--- config.mk ---
export PLATFORM = sky130hd
export DESIGN_NAME = shared_irq_combiner
export DESIGN_NICKNAME = d
export VERILOG_FILES = /design/src/rtl/shirq_pkg.sv /design/src/rtl/shirq_pend_cell.sv /design/src/rtl/shirq_mask_reg.sv /design/src/rtl/shirq_line_gen.sv /design/src/rtl/shared_irq_combiner.sv
export SDC_FILE = /design/constraint.sdc
export NUM_CORES = 1
export LEC_CHECK = 0
export ABC_CLOCK_PERIOD_IN_PS = 2500
export BUFFER_PORTS_ARGS = -buffer_cell sky130_fd_sc_hd__buf_2
export CAP_MARGIN = 40
export CORE_AREA = 2 2 39 41
export CTS_BUF_LIST = sky130_fd_sc_hd__clkbuf_16
export CTS_CLUSTER_DIAMETER = 100
export DETAILED_ROUTE_END_ITERATION = 8
export DIE_AREA = 0 0 41 43
export MAX_ROUTING_LAYER = met4
export PLACE_DENSITY_LB_ADDON = 0.15
export REMOVE_ABC_BUFFERS = 1
export SETUP_SLACK_MARGIN = 0.15
export SLEW_MARGIN = 20
export SYNTH_ARGS = -nofsm -noshare
export SYNTH_HDL_FRONTEND = slang
export SYNTH_HIERARCHICAL = 1
export SYNTH_SLANG_ARGS = --single-unit
--- constraint.sdc ---
create_clock -name clk -period 2.5 [get_ports clk]
set_clock_uncertainty 0.15 [all_clocks]
set_input_delay 0.5 -clock clk [delete_from_list [all_inputs] [get_ports clk]]
set_output_delay 0.5 -clock clk [all_outputs]
set_load 0.01 [all_outputs]
--- src/rtl/shirq_pkg.sv ---
package shirq_pkg;
  typedef enum logic [0:0] {
    TRIG_EDGE  = 1'b0,
    TRIG_LEVEL = 1'b1
  } trig_e;

  localparam int SRC_PIO = 0;
  localparam int SRC_PWM = 1;
endpackage

--- src/rtl/shirq_pend_cell.sv ---
module shirq_pend_cell (
  input  logic clk,
  input  logic rst_n,
  input  logic set_i,
  input  logic clr_i,
  output logic pend_o
);
  logic pend_q;

  // set has priority so that no event is lost
  always_ff @(posedge clk) begin
    if (!rst_n)     pend_q <= 1'b0;
    else if (set_i) pend_q <= 1'b1;
    else if (clr_i) pend_q <= 1'b0;
  end

  assign pend_o = pend_q;

  AST_SET_WINS: assert property (@(posedge clk) disable iff (!rst_n)
    set_i |=> pend_o);
  AST_CLR_TAKES: assert property (@(posedge clk) disable iff (!rst_n)
    (clr_i && !set_i) |=> !pend_o);
  AST_STICKY: assert property (@(posedge clk) disable iff (!rst_n)
    (!set_i && !clr_i) |=> $stable(pend_o));
endmodule

--- src/rtl/shirq_mask_reg.sv ---
module shirq_mask_reg #(
  parameter int N_SRC = 2
) (
  input  logic             clk,
  input  logic             rst_n,
  input  logic             wr_i,
  input  logic [N_SRC-1:0] wdata_i,
  output logic [N_SRC-1:0] mask_o
);
  logic [N_SRC-1:0] mask_q;

  always_ff @(posedge clk) begin
    if (!rst_n)    mask_q <= '0;
    else if (wr_i) mask_q <= wdata_i;
  end

  assign mask_o = mask_q;

  AST_MASK_HOLD: assert property (@(posedge clk) disable iff (!rst_n)
    !wr_i |=> $stable(mask_o));
  AST_MASK_RESET: assert property (@(posedge clk) disable iff (!rst_n)
    $rose(rst_n) |-> (mask_o == '0));
endmodule

--- src/rtl/shirq_line_gen.sv ---
module shirq_line_gen
  import shirq_pkg::*;
(
  input  logic clk,
  input  logic rst_n,
  input  logic level_sel,
  input  logic active_i,
  output logic irq_n
);
  trig_e mode;
  logic  active_d;

  assign mode = trig_e'(level_sel);

  always_ff @(posedge clk) begin
    if (!rst_n) active_d <= 1'b0;
    else        active_d <= active_i;
  end

  always_comb begin
    if (mode == TRIG_LEVEL) irq_n = ~active_i;
    else                    irq_n = ~(active_i & ~active_d);
  end

  AST_EDGE_ONE_CYCLE: assert property (@(posedge clk) disable iff (!rst_n)
    (!level_sel && !irq_n) |=> (irq_n || level_sel));
  AST_EDGE_NO_RETRIG: assert property (@(posedge clk) disable iff (!rst_n)
    (!level_sel && active_i && $past(active_i)) |-> irq_n);
endmodule

--- src/rtl/shared_irq_combiner.sv ---
module shared_irq_combiner #(
  parameter int N_SRC = 2
) (
  input  logic             clk,
  input  logic             rst_n,
  input  logic             level_sel,
  input  logic [N_SRC-1:0] src_evt,
  input  logic [N_SRC-1:0] src_ack,
  input  logic             mask_wr,
  input  logic [N_SRC-1:0] mask_wdata,
  input  logic             fc_wr,
  input  logic [N_SRC-1:0] fc_set,
  input  logic [N_SRC-1:0] fc_clr,
  output logic             irq_n,
  output logic [N_SRC-1:0] pending
);
  logic [N_SRC-1:0] set_vec;
  logic [N_SRC-1:0] clr_vec;
  logic [N_SRC-1:0] mask_q;
  logic             any_active;

  assign set_vec = src_evt | ({N_SRC{fc_wr}} & fc_set);
  assign clr_vec = src_ack | ({N_SRC{fc_wr}} & fc_clr);

  for (genvar i = 0; i < N_SRC; i++) begin : g_src
    shirq_pend_cell u_cell (
      .clk    (clk),
      .rst_n  (rst_n),
      .set_i  (set_vec[i]),
      .clr_i  (clr_vec[i]),
      .pend_o (pending[i])
    );
  end

  shirq_mask_reg #(.N_SRC(N_SRC)) u_mask (
    .clk     (clk),
    .rst_n   (rst_n),
    .wr_i    (mask_wr),
    .wdata_i (mask_wdata),
    .mask_o  (mask_q)
  );

  assign any_active = |(pending & mask_q);

  shirq_line_gen u_line (
    .clk       (clk),
    .rst_n     (rst_n),
    .level_sel (level_sel),
    .active_i  (any_active),
    .irq_n     (irq_n)
  );

  AST_LEVEL_HOLD: assert property (@(posedge clk) disable iff (!rst_n)
    (level_sel && ((pending & mask_q) != '0)) |-> !irq_n);
  AST_MASKED_QUIET: assert property (@(posedge clk) disable iff (!rst_n)
    ((pending & mask_q) == '0) |-> irq_n);
endmodule

==> impl_metrics.yaml <==
floorplanning:
  dieArea_um2: 1763
  rows: 14
  core-area_um2: 1384
  die_y_um: 43
  start_util: 0.1682
  io_pins: 18
  die_x_um: 41
timing:
  relSlewSlack: 0.9025
  clock.fmax_mhz: 609.7
  rsz0062_at_grt: "no"
  worst_pin_slew_ps: 142.2
  slew_violations: 0
  period_share: 0.6560
  whs_ps: 374.7
  fin_setup_tns_ps: 0
  final-hold-violation-count: 0
  post-route-min-period_ps: 1640
  setup_viol_count_final: 0
critical_path:
  critPathArrivalTime_ps: 990
  critPathLaunchType: "register"
  critPathRequiredTime_ps: 1850
  end_kind: "primary output"
  path_class: "reg -> out"
  crit_fanout: 3
clock_tree:
  cts.sink_count: 5
  root_buffer: "clkbuf_16"
  cts_tree: "yes"
  path_clk_slew_ps: 30
  cts_hold_buf: 0
  post_cts_resized: 0
  clkLatencyLatePin_ps: 230
  cts_max_level: 1
  clk_path_buf_depth: 2
  numCtsBuffers: 3
  cts_setup_buffers: 0
synth:
  syn-instance-count: 21
  avgSynthCellArea_um2: 11.08
  ys_seq_area_frac: 0.4301
  yosys_warnings: 6
  ys_seq_elements: 5
  syn_area_um2: 232.7
  yosysUniqueCellTypes: 10
placed_design:
  port_buffers: 17
  place.gp.congestion: 0.5766
  dpl.hpwl_um: 397.6
cells_and_area:
  final_util: 0.3011
  fin_nets: 58
  fillers: 146
  drive_above_1_share: 0.5476
  diodes: 0
  syn_to_final_growth_pct: 79.03
drt:
  vias_per_cell: 3.914
  dr.pass1.iters: 2
  routed_wl_um: 530
  drtIter0Drc: 4
  wl_per_cell_um: 9.138
  ant_nets: 0
  route.detailed.drc: 0
  vias: 227
power:
  ir_drop_mv: 0.3776
  p_leak_uw: 0.0002128
  p_seq_frac: 0.232
  power.switching_uw: 67.83
  powerDensity_nw_per_um2: 913.4
  power.share.switching: 0.1782
  p_comb_frac: 0.087
  intPower_uw: 312.7
  clkPwrFrac: 0.681
run_status:
  status: "complete, no violations"
grt:
  overflow: 0
  grt_antenna_before_repair: 0
  grt_first_pass_wirelength_um: 897
  grt_usage: 0.08951
  grt_max_degree: 6
  grt_pass1_vias: 218
run:
  cap_violations: 0
worst_hold_path:
  hp-class: "reg -> reg"
## synthesized netlist by cell type
library cell  instances  share of area
a22o_1                1          0.038
o21ai_2               1          0.038
and2_1                1          0.027
nor2b_4               2           0.12
dfxtp_1               5           0.43
mux2i_1               2          0.086
inv_1                 1          0.016
nor2b_1               2          0.054
a21o_1                4           0.13
o21a_1                2          0.064
## final timing paths
path | slack, ps | depth (start not counted) | from | to
hold / removal | 370 | 2 | u_mask/mask_o[1]$_SDFFE_PN0P_ | u_mask/mask_o[1]$_SDFFE_PN0P_
hold reg to reg | 370 | 2 | u_mask/mask_o[1]$_SDFFE_PN0P_ | u_mask/mask_o[1]$_SDFFE_PN0P_
setup reg to reg | 1530 | 2 | g_src[0].u_cell/pend_o$_SDFFE_PN0P_ | u_line/active_d$_SDFF_PN0_
setup / recovery | 860 | 3 | g_src[0].u_cell/pend_o$_SDFFE_PN0P_ | irq_n
## layer usage
layer,vias to the layer above,track usage,routed length [µm],share of wire
li1,115,-,-,-
met1,94,0.08682,197,0.37
met2,18,0.09375,227,0.43
met3,0,0.09424,105,0.20
met4,0,0.08000,0,0
met5,-,-,0,0
## critical path, stage by stage, from the launching register on
cell and delay (ps):
dfxtp_1 320, a22o_1 260, o21ai_2 50, buf_2 130
## per-stage QoR
step                      total power [µW]  cell area, µm²  std cells  setup WS [ps]
after CTS                            389.1           416.7         58          847.8
after global placement               122.1           337.8         54           1009
after floorplan                      105.4           232.7         21           1194
after global routing                 400.5           416.7         58          810.3
final                                380.6           416.7         58          859.9
after detailed placement             123.1           337.8         54           1004
## power by group through the flow
stage,Clock [µW],Combinational [µW],Sequential (µW)
final,259,33.3,88.2
after global routing,275,36.9,89.0
after CTS,267,33.8,88.4
after detailed placement,0,33.5,89.6
after global placement,0,32.8,89.3
after floorplan,0,15.5,89.9
## cells by family after synthesis
group                  after synthesis  share of synthesized area
muxes                                2                    0.08602
and+or+nand+nor                      5                     0.1989
buffers and inverters                1                    0.01611
AOI/OAI and AO/OA                    8                     0.2688
DFF                                  5                     0.4301
## registers in the layout, indices dropped and copies added (netlist names)
signal and count:
g_src.u_cell/pend_o 2, u_mask/mask_o 2, u_line/active_d 1
## cells in the final DEF (no fill, tap or decap)
master / Yosys / layout
a21o_1: 4 / 4
a22o_1: 1 / 1
and2_1: 1 / 1
buf_2: 0 / 17
clkbuf_16: 0 / 3
dfxtp_1: 5 / 5
inv_1: 1 / 2
mux2i_1: 2 / 2
nor2b_1: 2 / 2
nor2b_4: 2 / 2
o21a_1: 2 / 2
o21ai_2: 1 / 1
## final cells by class
type,instances,area (µm²),area share
Multi-Input combinational cell,15,128.9,0.3093
Sequential cell,5,100.1,0.2402
Timing Repair Buffer,17,85.08,0.2042
Clock buffer,3,75.07,0.1802
Tap cell,16,20.02,0.04805
Clock inverter,1,3.754,0.009009
Inverter,1,3.754,0.009009
No activity file was read; power rests on OpenSTA's default activity.
